File: src/rtl/probe_pkg.sv
package probe_pkg;

  // Register map used by the sequencer
  localparam logic [7:0] CTRL_REG  = 8'h0E;
  localparam logic [7:0] ID_REG    = 8'h0F;
  localparam logic [7:0] IRQ_REG   = 8'h0D;
  localparam logic [7:0] DEC_REG   = 8'h0A;
  localparam logic [7:0] WIN_REG   = 8'h0B;
  localparam logic [7:0] PAGE_REG  = 8'h18;
  localparam logic [7:0] EXT_REG   = 8'h1A;

  // Control register values
  localparam logic [7:0] ASIC_RST  = 8'h40;
  localparam logic [7:0] NET_RST   = 8'h80;
  localparam logic [7:0] WIDE_BUS  = 8'h10;
  localparam int         IRQ_EN_BIT = 3;

  localparam int EE_AW   = 6;
  localparam int EE_LAST = (1 << EE_AW) - 1;
  localparam int ID_READS = 4;

  typedef enum logic [2:0] {
    WS_ASIC, WS_ZERO, WS_NET, WS_DEC, WS_WIN, WS_PAGE, WS_EXT, WS_IRQ
  } wrSel_t;

  typedef struct packed {
    logic   clearAll;
    logic   idCapture;
    logic   idLatch;
    logic   cfgCapture;
    logic   sumAdd;
    logic   irqCapture;
    wrSel_t wrSel;
  } strobe_t;

endpackage

File: src/rtl/probe_datapath.sv
module probe_datapath
  import probe_pkg::*;
#(
  parameter logic [15:0] BOARD_ID = 16'h5A3C,
  parameter int          IRQ_LSB  = 13
) (
  input  logic        clk,
  input  logic        rstN,
  input  strobe_t     stb,
  input  logic        regRd,
  input  logic [7:0]  regRdata,
  input  logic [15:0] eeData,
  output logic [7:0]  regAddr,
  output logic [7:0]  regWdata,
  output logic        idMatch,
  output logic        memOk,
  output logic        pioSel,
  output logic        sumOk,
  output logic        present,
  output logic        memValid,
  output logic [19:0] memBase,
  output logic [6:0]  memKb,
  output logic        pioMode,
  output logic [3:0]  irqNum,
  output logic [7:0]  decodeVal,
  output logic [7:0]  pageVal,
  output logic [7:0]  extVal
);

  localparam int DEC_W = 12;
  localparam logic [19:0] WIN_ORIGIN = 20'hC0000;

  logic [15:0] idAccum;
  logic        idDone;
  logic [7:0]  cfgByte;
  logic        cfgDone;
  logic [15:0] sumAcc;
  logic [2:0]  irqCode;
  logic        irqDone;

  logic [2:0]       pg;
  logic             pgFound;
  logic [7:0]       rest;
  logic [2:0]       units;
  logic [DEC_W-1:0] mask;
  logic [DEC_W-1:0] decodeFull;
  logic [15:0]      idPiece;

  // Nibble placed at the position the read itself names
  assign idPiece = {12'h000, regRdata[7:4]} << {regRdata[1:0], 2'b00};

  always_ff @(posedge clk) begin
    if (!rstN || stb.clearAll) begin
      idAccum <= '0;
      idDone  <= 1'b0;
      cfgByte <= '0;
      cfgDone <= 1'b0;
      sumAcc  <= '0;
      irqCode <= '0;
      irqDone <= 1'b0;
    end else begin
      if (stb.idCapture)  idAccum <= idAccum | idPiece;
      if (stb.idLatch)    idDone  <= 1'b1;
      if (stb.cfgCapture) begin
        cfgByte <= eeData[7:0];
        cfgDone <= 1'b1;
      end
      if (stb.sumAdd)     sumAcc  <= sumAcc + eeData;
      if (stb.irqCapture) begin
        irqCode <= eeData[IRQ_LSB +: 3];
        irqDone <= 1'b1;
      end
    end
  end

  // Lowest set bit of the window byte
  always_comb begin
    pg      = '0;
    pgFound = 1'b0;
    for (int i = 0; i < 8; i++) begin
      if (!pgFound && cfgByte[i]) begin
        pg      = 3'(i);
        pgFound = 1'b1;
      end
    end
  end

  assign rest = cfgByte >> pg;

  always_comb begin
    memOk = 1'b1;
    case (rest)
      8'h00:   units = 3'd0;
      8'h01:   units = 3'd1;
      8'h03:   units = 3'd2;
      8'h07:   units = 3'd3;
      8'h0F:   units = 3'd4;
      default: begin
        units = 3'd0;
        memOk = 1'b0;
      end
    endcase
  end

  assign mask       = (DEC_W'(1) << units) - DEC_W'(1);
  assign decodeFull = mask << pg;
  assign pioSel     = (units <= 3'd1);

  function automatic logic [3:0] irqMap(input logic [2:0] code);
    case (code)
      3'd1:    irqMap = 4'd9;
      3'd2:    irqMap = 4'd3;
      3'd3:    irqMap = 4'd4;
      3'd4:    irqMap = 4'd5;
      3'd5:    irqMap = 4'd10;
      3'd6:    irqMap = 4'd11;
      default: irqMap = 4'd0;
    endcase
  endfunction

  assign idMatch  = (idAccum == BOARD_ID);
  assign sumOk    = (sumAcc == BOARD_ID);
  assign present  = idDone && idMatch;
  assign memValid = cfgDone && memOk;
  assign memBase  = (memValid && units != 3'd0) ? (WIN_ORIGIN + {3'b000, pg, 14'h0000}) : 20'h00000;
  assign memKb    = memValid ? {units, 4'b0000} : 7'd0;
  assign pioMode  = memValid && pioSel;
  assign irqNum   = irqDone ? irqMap(irqCode) : 4'd0;

  always_comb begin
    if (memValid && !pioSel) begin
      decodeVal = decodeFull[7:0];
      pageVal   = ~decodeFull[7:0];
      extVal    = {~decodeFull[11:8], decodeFull[11:8]};
    end else begin
      decodeVal = '0;
      pageVal   = '0;
      extVal    = '0;
    end
  end

  // Bus address and write data selected by the controller
  always_comb begin
    regAddr  = CTRL_REG;
    regWdata = '0;
    if (regRd) begin
      regAddr = ID_REG;
    end else begin
      case (stb.wrSel)
        WS_ASIC: begin regAddr = CTRL_REG; regWdata = ASIC_RST; end
        WS_ZERO: begin regAddr = CTRL_REG; regWdata = 8'h00;    end
        WS_NET:  begin regAddr = CTRL_REG; regWdata = NET_RST;  end
        WS_DEC:  begin regAddr = DEC_REG;  regWdata = decodeFull[7:0]; end
        WS_WIN:  begin regAddr = WIN_REG;  regWdata = WIDE_BUS | {4'h0, pg[1:0], 2'b00}; end
        WS_PAGE: begin regAddr = PAGE_REG; regWdata = ~decodeFull[7:0]; end
        WS_EXT:  begin regAddr = EXT_REG;  regWdata = {~decodeFull[11:8], decodeFull[11:8]}; end
        WS_IRQ:  begin regAddr = IRQ_REG;  regWdata = {5'b00000, irqCode}; end
        default: begin regAddr = CTRL_REG; regWdata = 8'h00; end
      endcase
    end
  end


  pio_size_chk: assert property (@(posedge clk) disable iff (!rstN)
    pioMode |-> (memKb <= 7'd16));


  size_legal_chk: assert property (@(posedge clk) disable iff (!rstN)
    memValid |-> (memKb[3:0] == 4'd0 && memKb <= 7'd64));

endmodule

File: src/rtl/probe_ctrl.sv
module probe_ctrl
  import probe_pkg::*;
#(
  parameter int WAIT_CYCLES = 12000,
  parameter int CFG_WORD    = 6,
  parameter int IRQ_WORD    = 1
) (
  input  logic             clk,
  input  logic             rstN,
  input  logic             start,
  input  logic             eeAck,
  input  logic             idMatch,
  input  logic             memOk,
  input  logic             pioSel,
  input  logic             sumOk,
  output strobe_t          stb,
  output logic             regWr,
  output logic             regRd,
  output logic             eeReq,
  output logic [EE_AW-1:0] eeAddr,
  output logic             done,
  output logic             passed
);

  localparam int CNT_W = $clog2(WAIT_CYCLES + 64);
  localparam logic [CNT_W-1:0] WAIT_END = CNT_W'(WAIT_CYCLES - 1);
  localparam logic [CNT_W-1:0] ID_END   = CNT_W'(ID_READS - 1);
  localparam logic [CNT_W-1:0] EE_END   = CNT_W'(EE_LAST);
  localparam logic [CNT_W-1:0] DEC_END  = CNT_W'(3);

  typedef enum logic [3:0] {
    S_IDLE, S_ARST, S_ACLR, S_WAIT, S_ID, S_IDCHK, S_CFG, S_CFGCHK,
    S_NRST, S_SUM, S_SUMCHK, S_DEC, S_IRQRD, S_IRQWR, S_PASS, S_FAIL
  } state_t;

  state_t           state, stateNext;
  logic [CNT_W-1:0] cnt, cntNext;
  logic             passReg;

  always_ff @(posedge clk) begin
    if (!rstN) begin
      state   <= S_IDLE;
      cnt     <= '0;
      passReg <= 1'b0;
    end else begin
      state <= stateNext;
      cnt   <= cntNext;
      if (stb.clearAll)        passReg <= 1'b0;
      else if (state == S_IRQWR) passReg <= 1'b1;
    end
  end

  always_comb begin
    stateNext = state;
    cntNext   = cnt;
    stb       = '0;
    stb.wrSel = WS_ASIC;
    regWr     = 1'b0;
    regRd     = 1'b0;
    eeReq     = 1'b0;
    eeAddr    = '0;
    case (state)
      S_IDLE: if (start) begin
        stb.clearAll = 1'b1;
        stateNext    = S_ARST;
      end
      S_ARST: begin
        regWr     = 1'b1;
        stb.wrSel = WS_ASIC;
        stateNext = S_ACLR;
      end
      S_ACLR: begin
        regWr     = 1'b1;
        stb.wrSel = WS_ZERO;
        cntNext   = '0;
        stateNext = S_WAIT;
      end
      S_WAIT: begin
        if (cnt == WAIT_END) begin
          cntNext   = '0;
          stateNext = S_ID;
        end else begin
          cntNext = cnt + 1'b1;
        end
      end
      S_ID: begin
        regRd         = 1'b1;
        stb.idCapture = 1'b1;
        if (cnt == ID_END) begin
          cntNext   = '0;
          stateNext = S_IDCHK;
        end else begin
          cntNext = cnt + 1'b1;
        end
      end
      S_IDCHK: begin
        stb.idLatch = 1'b1;
        stateNext   = idMatch ? S_CFG : S_FAIL;
      end
      S_CFG: begin
        eeReq  = 1'b1;
        eeAddr = EE_AW'(CFG_WORD);
        if (eeAck) begin
          stb.cfgCapture = 1'b1;
          stateNext      = S_CFGCHK;
        end
      end
      S_CFGCHK: stateNext = memOk ? S_NRST : S_FAIL;
      S_NRST: begin
        regWr     = 1'b1;
        stb.wrSel = WS_NET;
        cntNext   = '0;
        stateNext = S_SUM;
      end
      S_SUM: begin
        eeReq  = 1'b1;
        eeAddr = cnt[EE_AW-1:0];
        if (eeAck) begin
          stb.sumAdd = 1'b1;
          if (cnt == EE_END) begin
            cntNext   = '0;
            stateNext = S_SUMCHK;
          end else begin
            cntNext = cnt + 1'b1;
          end
        end
      end
      S_SUMCHK: begin
        cntNext = '0;
        if (!sumOk)      stateNext = S_FAIL;
        else if (pioSel) stateNext = S_IRQRD;
        else             stateNext = S_DEC;
      end
      S_DEC: begin
        regWr = 1'b1;
        case (cnt[1:0])
          2'd0:    stb.wrSel = WS_DEC;
          2'd1:    stb.wrSel = WS_WIN;
          2'd2:    stb.wrSel = WS_PAGE;
          default: stb.wrSel = WS_EXT;
        endcase
        if (cnt == DEC_END) begin
          cntNext   = '0;
          stateNext = S_IRQRD;
        end else begin
          cntNext = cnt + 1'b1;
        end
      end
      S_IRQRD: begin
        eeReq  = 1'b1;
        eeAddr = EE_AW'(IRQ_WORD);
        if (eeAck) begin
          stb.irqCapture = 1'b1;
          stateNext      = S_IRQWR;
        end
      end
      S_IRQWR: begin
        regWr     = 1'b1;
        stb.wrSel = WS_IRQ;
        stateNext = S_PASS;
      end
      S_PASS:  stateNext = S_IDLE;
      S_FAIL:  stateNext = S_IDLE;
      default: stateNext = S_IDLE;
    endcase
  end

  assign done   = (state == S_PASS) || (state == S_FAIL);
  assign passed = passReg;


  done_pulse_chk: assert property (@(posedge clk) disable iff (!rstN)
    done |=> !done);


  pass_rise_chk: assert property (@(posedge clk) disable iff (!rstN)
    $rose(passed) |-> done);


  ee_hold_chk: assert property (@(posedge clk) disable iff (!rstN)
    (eeReq && !eeAck) |=> (eeReq && $stable(eeAddr)));


  bus_excl_chk: assert property (@(posedge clk) disable iff (!rstN)
    !(regWr && regRd));

endmodule

File: src/rtl/adapter_probe.sv
module adapter_probe
  import probe_pkg::*;
#(
  parameter logic [15:0] BOARD_ID    = 16'h5A3C,
  parameter int          WAIT_CYCLES = 12000,
  parameter int          CFG_WORD    = 6,
  parameter int          IRQ_WORD    = 1,
  parameter int          IRQ_LSB     = 13
) (
  input  logic        clk,
  input  logic        rstN,
  input  logic        start,
  output logic        regWr,
  output logic        regRd,
  output logic [7:0]  regAddr,
  output logic [7:0]  regWdata,
  input  logic [7:0]  regRdata,
  output logic        eeReq,
  output logic [5:0]  eeAddr,
  input  logic        eeAck,
  input  logic [15:0] eeData,
  output logic        done,
  output logic        passed,
  output logic        present,
  output logic        memValid,
  output logic [19:0] memBase,
  output logic [6:0]  memKb,
  output logic        pioMode,
  output logic [3:0]  irqNum,
  output logic [7:0]  decodeVal,
  output logic [7:0]  pageVal,
  output logic [7:0]  extVal
);

  strobe_t stb;
  logic    idMatch, memOk, pioSel, sumOk;

  probe_ctrl #(
    .WAIT_CYCLES(WAIT_CYCLES),
    .CFG_WORD   (CFG_WORD),
    .IRQ_WORD   (IRQ_WORD)
  ) u_ctrl (
    .clk    (clk),
    .rstN   (rstN),
    .start  (start),
    .eeAck  (eeAck),
    .idMatch(idMatch),
    .memOk  (memOk),
    .pioSel (pioSel),
    .sumOk  (sumOk),
    .stb    (stb),
    .regWr  (regWr),
    .regRd  (regRd),
    .eeReq  (eeReq),
    .eeAddr (eeAddr),
    .done   (done),
    .passed (passed)
  );

  probe_datapath #(
    .BOARD_ID(BOARD_ID),
    .IRQ_LSB (IRQ_LSB)
  ) u_dp (
    .clk      (clk),
    .rstN     (rstN),
    .stb      (stb),
    .regRd    (regRd),
    .regRdata (regRdata),
    .eeData   (eeData),
    .regAddr  (regAddr),
    .regWdata (regWdata),
    .idMatch  (idMatch),
    .memOk    (memOk),
    .pioSel   (pioSel),
    .sumOk    (sumOk),
    .present  (present),
    .memValid (memValid),
    .memBase  (memBase),
    .memKb    (memKb),
    .pioMode  (pioMode),
    .irqNum   (irqNum),
    .decodeVal(decodeVal),
    .pageVal  (pageVal),
    .extVal   (extVal)
  );


  reset_pair_chk: assert property (@(posedge clk) disable iff (!rstN)
    (regWr && regAddr == CTRL_REG && regWdata == ASIC_RST) |=>
      (regWr && regAddr == CTRL_REG && regWdata == 8'h00));


  irq_off_chk: assert property (@(posedge clk) disable iff (!rstN)
    (regWr && regAddr == IRQ_REG) |-> !regWdata[IRQ_EN_BIT]);


  absent_fail_chk: assert property (@(posedge clk) disable iff (!rstN)
    (done && !present) |-> !passed);

endmodule

File: config.mk
export PLATFORM = sky130hd
export DESIGN_NAME = adapter_probe
export DESIGN_NICKNAME = d
export VERILOG_FILES = /design/src/rtl/probe_pkg.sv /design/src/rtl/probe_datapath.sv /design/src/rtl/probe_ctrl.sv /design/src/rtl/adapter_probe.sv
export SDC_FILE = /design/constraint.sdc
export NUM_CORES = 1
export LEC_CHECK = 0
export ABC_AREA = 1
export BUFFER_PORTS_ARGS = -buffer_cell sky130_fd_sc_hd__clkbuf_2
export CORE_ASPECT_RATIO = 0.75
export CORE_UTILIZATION = 60
export DETAILED_ROUTE_END_ITERATION = 7
export GPL_ROUTABILITY_DRIVEN = 0
export MAX_ROUTING_LAYER = met4
export PLACE_DENSITY = 0.9
export SKIP_LAST_GASP = 1
export SYNTH_ARGS = -nofsm -noshare
export SYNTH_HDL_FRONTEND = slang
export SYNTH_SLANG_ARGS = --single-unit
File: constraint.sdc
create_clock -name clk -period 7.1 [get_ports clk]
set_input_delay 1.42 -clock clk [delete_from_list [all_inputs] [get_ports clk]]
set_output_delay 1.42 -clock clk [all_outputs]
set_load 0.02 [all_outputs]
# Yosys cells after proc, flatten, opt, wreduce, memory -nomap -nowiden
# Index checks and enable logic that the tools add are counted.
# word_totals
out_inout_bits	85
regBits	65
# classes
n_eq_ne	47
n_lt_le_gt_ge	1
reduce_logical	39
addsub	4
n_shift	4
n_bitwise	4
muxes	58
# ops
operator	count
$pmux W8 S8	1
$pmux W4 S15	1
$mux W14	4
$pmux W14 S4	1
$pmux W8 S6	1
$mux W4	11
$mux W8	5
$eq A16 B15 Y1 const B	2
$eq A4 B4 Y1 const B	8
$pmux W3 S4	2
$pmux W4 S6	1
$eq A3 B3 Y1 const B	7
$add A19 B18 Y20 const A	1
$mux W20	1
$mux W1	19
$mux W3	6
$pmux W6 S3	1
$add A16 B16 Y16	1
$eq A4 B3 Y1 const B	4
$or A16 B16 Y16	1
$shl A4 B4 Y16	1
$add A14 B1 Y14 const B	1
$eq A14 B14 Y1 const B	1
$eq A14 B2 Y1 const B	1
other kinds (38)	75

# Longest topological paths before layout
# logic_depth
word_depth	31
ltp_mapped	22

# By module
# A second synthesis with hierarchy kept.
# unflattened
cells_unflattened	908
area_unflattened_um2	5596.6
# by_module_without_submodules
mod	cells_per_inst	area_per_inst_um2	instances	seq_area_each_um2
probe_datapath	650	4106.4	1	920.9
probe_ctrl	258	1490.2	1	380.4

# Worst setup path before layout
# Ideal clock, no wire load.
# synth_path
path_kind	reg2out
start	reg u_dp.cfgByte[2]
end	out memKb[4]
required_ns	5.680
n_path_buf	1
stages_incl_launch_ff	17
arrival_ns	2.469
setup_slack_ns	3.211
cell_sequence	dfxtp_1 > nor2_4 > nand3_2 > nor2_2 > nor2_8 > nand2_4 > buf_8 > nand2_2 > nand3_1 > nand2_2 > o21bai_4 > o211ai_4 > inv_2 > nor2_2 > nor2_2 > inv_2 > a21oi_1
# synth_between
elab_chain_len	23
# synth_lines
element	line	text
start: declaration	probe_datapath.sv:35	logic [7:0] cfgByte;
start signal: assignment	probe_datapath.sv:65	cfgByte <= eeData[7:0];
$logic_and A1 B1 Y1	probe_datapath.sv:81	if (!pgFound && cfgByte[i]) begin
$mux W1	probe_datapath.sv:81	
$logic_not A1 Y1	probe_datapath.sv:81	
$logic_and A1 B1 Y1	probe_datapath.sv:81	
$mux W1	probe_datapath.sv:81	
$logic_not A1 Y1	probe_datapath.sv:81	
$logic_and A1 B1 Y1	probe_datapath.sv:81	
$mux W1	probe_datapath.sv:81	
[8 not listed]	--	
$mux W3	probe_datapath.sv:81	
$shr A8 B3 Y8 *	probe_datapath.sv:88	assign rest = cfgByte >> pg;
$eq A8 B1 Y1, or another cell as far along	probe_datapath.sv:92	case (rest)
$reduce_or A5 Y1 (no source line) *	--	
$mux W1 *	probe_datapath.sv:92	
$logic_and A1 B1 Y1 *	probe_datapath.sv:124	assign memValid = cfgDone && memOk;
net memValid	adapter_probe.sv:25	output logic memValid,
$mux W7 *	probe_datapath.sv:126	assign memKb = memValid ? {units, 4'b0000} : 7'd0;
end: declaration	adapter_probe.sv:27	output logic [6:0] memKb,
# Mark *: on every way through the listed nets, which the timed path passes. The rest lies on a longest branch.

# Worst setup path in the final report
# layout_path
start	reg u_dp.cfgByte[0]
end	out regWdata[7]
# layout_between
elab_chain_len	31
# layout_lines
element	line	text
$mux W1	probe_datapath.sv:81	
$logic_not A1 Y1	probe_datapath.sv:81	
$logic_and A1 B1 Y1	probe_datapath.sv:81	
$mux W1	probe_datapath.sv:81	
$logic_not A1 Y1	probe_datapath.sv:81	
$logic_and A1 B1 Y1	probe_datapath.sv:81	
$mux W1	probe_datapath.sv:81	
$logic_not A1 Y1	probe_datapath.sv:81	
[15 not listed]	--	
$eq A8 B4 Y1, or another cell as far along	probe_datapath.sv:92	
$pmux W3 S4	probe_datapath.sv:92	
$shl A1 B3 Y12	probe_datapath.sv:105	assign mask = (DEC_W'(1) << units) - DEC_W'(1);
$sub A12 B2 Y12	probe_datapath.sv:105	
$shl A12 B3 Y12 *	probe_datapath.sv:106	assign decodeFull = mask << pg;
$not A4 Y4 / $not A8 Y8 (equally long branches)	probe_datapath.sv:156, probe_datapath.sv:155	
$pmux W8 S8 *	probe_datapath.sv:149	case (stb.wrSel)
$mux W8 *	probe_datapath.sv:146	if (regRd) begin
end: declaration	adapter_probe.sv:16	output logic [7:0] regWdata,
# Mark *: on every way between the ends. The rest lies on a longest branch, timed or not.

==> flow_summary_export.csv <==
group,metric,value,unit
routing,post-route-drc-count,0,
layout,final_layout_size_suffix_gt1_frac,0.183,
global_route,grt_total_usage,0.318,
synthesis,post_synth_instance_area,5000,sq um
clocking,clock_latency,0.36,ns
placement,place_hpwl,9.92,mm
routing,wl_per_cell,13.8,um
placement,count_of_port_buffers_added_during_placement,83,
floorplan,floorplan.die.width,107,um
synthesis,synthDominantCellAreaShare,0.260,
synthesis,ys_seq_area_frac,0.260,
global_route,grt_start_max_net_pins,28,
outcome,outcome,"completed",
setup_path,timing.rr.start,"u_ctrl.state[3]$_SDFFE_PN0P_",
routing,dr.pass1.iters,6,
layout,antenna-diode-count,0,
routing,drt_iter0_drc,375,
timing,setup_tns,0,ns
synthesis,synth-seq-cells,65,
setup_path,reg2reg_depth,12,
synthesis,most_used_flip_flop_cell_after_synthesis,"sky130_fd_sc_hd__dfxtp_1",
timing,holdWs,0.460,ns
hold_path,hold_path_depth,2,
synthesis,postSynth.asyncResetShare,0,
synthesis,ys_top_cells_by_area,"sky130_fd_sc_hd__dfxtp_1 26%, sky130_fd_sc_hd__inv_1 9.5%, sky130_fd_sc_hd__nand2_1 7.7%",
power_and_ir_drop,total_leakage_power,2.62,nW
layout,design.final.nets,894,
timing,report.final.hold_viol_count,0,
setup_path,required_time_of_the_critical_path,5.68,ns
global_route,grt_pass1_vias,4823,
hold_path,hold_path_startpoint,"u_dp.idAccum[13]$_SDFFE_PP0P_",
hold_path,worstHoldEndpoint,"u_dp.idAccum[13]$_SDFFE_PP0P_",
hold_path,hold_class,"reg2reg",
synthesis,synth_edf_count,0,
timing,post-route-period-util,0.649,
setup_path,setup.reg_to_reg.worst_slack,4.20,ns
clocking,numCtsBuffers,9,
clocking,cts_num_sinks,65,
synthesis,synth.most_common_cell,"sky130_fd_sc_hd__inv_1",
timing,slew_violations,0,
timing,period_minus_slack,4.61,ns
clocking,cts.repair_timing.setup_buffer_count,0,
timing,fmax,217,MHz
synthesis,syn_avg_cell_area,6.53,sq um
layout,relative_area_change_from_synthesis_to_final_layout,12.1,%
power_and_ir_drop,vdd.ir_drop.worst,0.113,mV
floorplan,fp.coreArea,7990,sq um
floorplan,core.rowCount,28,
synthesis,yosys.area.top_type,"sky130_fd_sc_hd__dfxtp_1",
floorplan,die-height,81.1,um
clocking,cts_max_level,3,
floorplan,area_enclosed_by_the_die_boundary,8710,sq um
timing,fin_skew,0.0178,ns
synthesis,post_synth_inst_count,766,
routing,num_vias,5343,
timing,worstMarginPinSlew,0.969,ns
routing,post_drt_via_cell_ratio,5.58,
global_route,antenna_found_initial,0,
power_and_ir_drop,powerDensity,187,nW/um^2
clocking,cts_hold_buffers,0,
clocking,clkTransAtPathRegs,0.09,ns
setup_path,worst_setup_path_end_kind,"output pin",
floorplan,io-pin-count,113,
timing,max_slew_margin,0.354,
timing,grt_setup_unrepaired,"false",
placement,pre_cts_slack,2.93,ns
timing,finalSetupViolations,0,
routing,ant_nets,0,
setup_path,cp_max_fo,13,
global_route,first_pass_grt_wire_length,21.7,mm
setup_path,critical_path_class,"reg2out",
synthesis,synthDistinctLibCells,54,
global_route,overflow,0,
routing,route.final.wire_length,13.2,mm
flow_run,maxCapViolations,0,
setup_path,regToRegEndpoint,"u_ctrl.cnt[9]$_SDFFE_PN0P_",
setup_path,start_kind,"flop",
clocking,clock_path_buffers,2,
timing,timing.final.ws_setup,2.49,ns
setup_path,worst-endpoint-arrival,3.19,ns
synthesis,count_of_yosys_warnings_during_synthesis,0,
power_and_ir_drop,finalPower,1.05,mW
synthesis,synth_commonest_cells,"126 x sky130_fd_sc_hd__inv_1, 102 x sky130_fd_sc_hd__nand2_1, 96 x sky130_fd_sc_hd__nor2_1, 74 x sky130_fd_sc_hd__a21oi_1, 65 x sky130_fd_sc_hd__dfxtp_1",
clocking,cts_repair_resize_count,0,
floorplan,initial_utilization,0.626,
clocking,ctsRootBufferMaster,"sky130_fd_sc_hd__clkbuf_8",
clocking,cts_tree,"yes",
==> state kept, by name (all words and copies together), names as in the netlist <==
name and flops:
u_dp.cfgByte 8, u_ctrl.cnt 14, u_dp.cfgDone 1, u_dp.idAccum 16, u_dp.irqDone 1, u_dp.irqCode 3, u_ctrl.passed 1, u_dp.sumAcc 16
u_ctrl.state 4, u_dp.idDone 1
==> cell usage in the layout (no fill, tap or decap), types with 5 or more instances in the layout <==
master / netlist / layout
sky130_fd_sc_hd__nand4_1: 12 / 12
sky130_fd_sc_hd__nand3_1: 43 / 43
sky130_fd_sc_hd__nor3b_1: 6 / 6
sky130_fd_sc_hd__inv_1: 126 / 126
sky130_fd_sc_hd__nor2_1: 96 / 96
sky130_fd_sc_hd__nor4_1: 6 / 6
sky130_fd_sc_hd__nor3_1: 17 / 17
sky130_fd_sc_hd__inv_2: 8 / 8
sky130_fd_sc_hd__nand2_2: 10 / 10
sky130_fd_sc_hd__nand3_2: 7 / 7
sky130_fd_sc_hd__clkbuf_2: 0 / 83
sky130_fd_sc_hd__a31oi_1: 5 / 5
sky130_fd_sc_hd__o21bai_1: 9 / 9
sky130_fd_sc_hd__ha_1: 18 / 18
sky130_fd_sc_hd__conb_1: 2 / 27
sky130_fd_sc_hd__o21ai_0: 48 / 48
sky130_fd_sc_hd__o211ai_1: 5 / 5
sky130_fd_sc_hd__clkbuf_8: 0 / 9
sky130_fd_sc_hd__nor2_2: 9 / 9
sky130_fd_sc_hd__xor2_1: 11 / 11
sky130_fd_sc_hd__nand2_1: 102 / 102
sky130_fd_sc_hd__a21oi_1: 74 / 74
sky130_fd_sc_hd__dfxtp_1: 65 / 65
==> metrics by stage <==
stage                     utilization  std cells  instance area [sq um]
after floorplan                     -        791                   5100
after global placement          0.674        941                   5380
after detailed placement        0.674        941                   5380
after CTS                       0.702        957                   5610
after global routing            0.702        957                   5610
final                           0.702        957                   5610
==> layer usage <==
metal  share of wire  wire [um]  global-route usage
met5               0          0                   -
met4           0.015        201               0.103
met3           0.076        999              0.0401
met2            0.47       6240               0.555
met1            0.44       5730               0.384
==> worst max-delay path by stage <==
stage                                 start     endpoint  slack, ns
2_1_floorplan  u_dp.cfgByte[2]$_SDFFE_PP0P_     memKb[4]       3.21
3_3_place_gp   u_dp.cfgByte[3]$_SDFFE_PP0P_  regWdata[3]       3.06
3_5_place_dp   u_dp.cfgByte[3]$_SDFFE_PP0P_  regWdata[7]       2.93
4_1_cts        u_dp.cfgByte[0]$_SDFFE_PP0P_  regWdata[7]       2.53
5_1_grt        u_dp.cfgByte[3]$_SDFFE_PP0P_  regWdata[7]       2.20
6_report       u_dp.cfgByte[0]$_SDFFE_PP0P_  regWdata[7]       2.49
==> layout make-up <==
| type | instances | area (sq um) |
|---|---|---|
| flip-flops and latches | 65 | 1300 |
| inverters | 137 | 517 |
| fillers | 648 | 2380 |
| multi-input cells | 548 | 2990 |
| clock inverters | 7 | 100 |
| clock buffers | 9 | 124 |
| repair buffers | 86 | 438 |
| well taps | 105 | 131 |
==> critical path, stage by stage (launching register included) <==
cell and delay (ns):
sky130_fd_sc_hd__dfxtp_1 0.37, sky130_fd_sc_hd__nor2_4 0.16, sky130_fd_sc_hd__nand2_1 0.13, sky130_fd_sc_hd__nor2_1 0.13
sky130_fd_sc_hd__nand3_2 0.11, sky130_fd_sc_hd__nand3_2 0.29, sky130_fd_sc_hd__nand3_1 0.11, sky130_fd_sc_hd__nand2_1 0.11
sky130_fd_sc_hd__nand2_2 0.10, sky130_fd_sc_hd__o211ai_4 0.41, sky130_fd_sc_hd__o21ai_2 0.17, sky130_fd_sc_hd__a21oi_4 0.24
sky130_fd_sc_hd__nor2_2 0.08, sky130_fd_sc_hd__o211ai_1 0.19, sky130_fd_sc_hd__clkbuf_2 0.20
==> where the power goes <==
group	switching [mW]	total (mW)	internal (mW)
registers	0.0140	0.390	0.376
clock network	0.160	0.362	0.201
logic	0.216	0.299	0.0822
total	0.391	1.05	0.660
==> cell families (layout without fill, tap and decap cells) <==
logic type	Yosys count	after routing	synth area share
other	2	27	0.00150
XOR/XNOR	14	14	0.0245
adder cells (fa/ha/maj)	19	19	0.0490
AO/OA/AOI/OAI	167	167	0.196
AND/OR/NAND/NOR	321	321	0.308
buffers and inverters	178	239	0.161
flip-flops	65	65	0.260
Power figures use the tool's default switching activity.
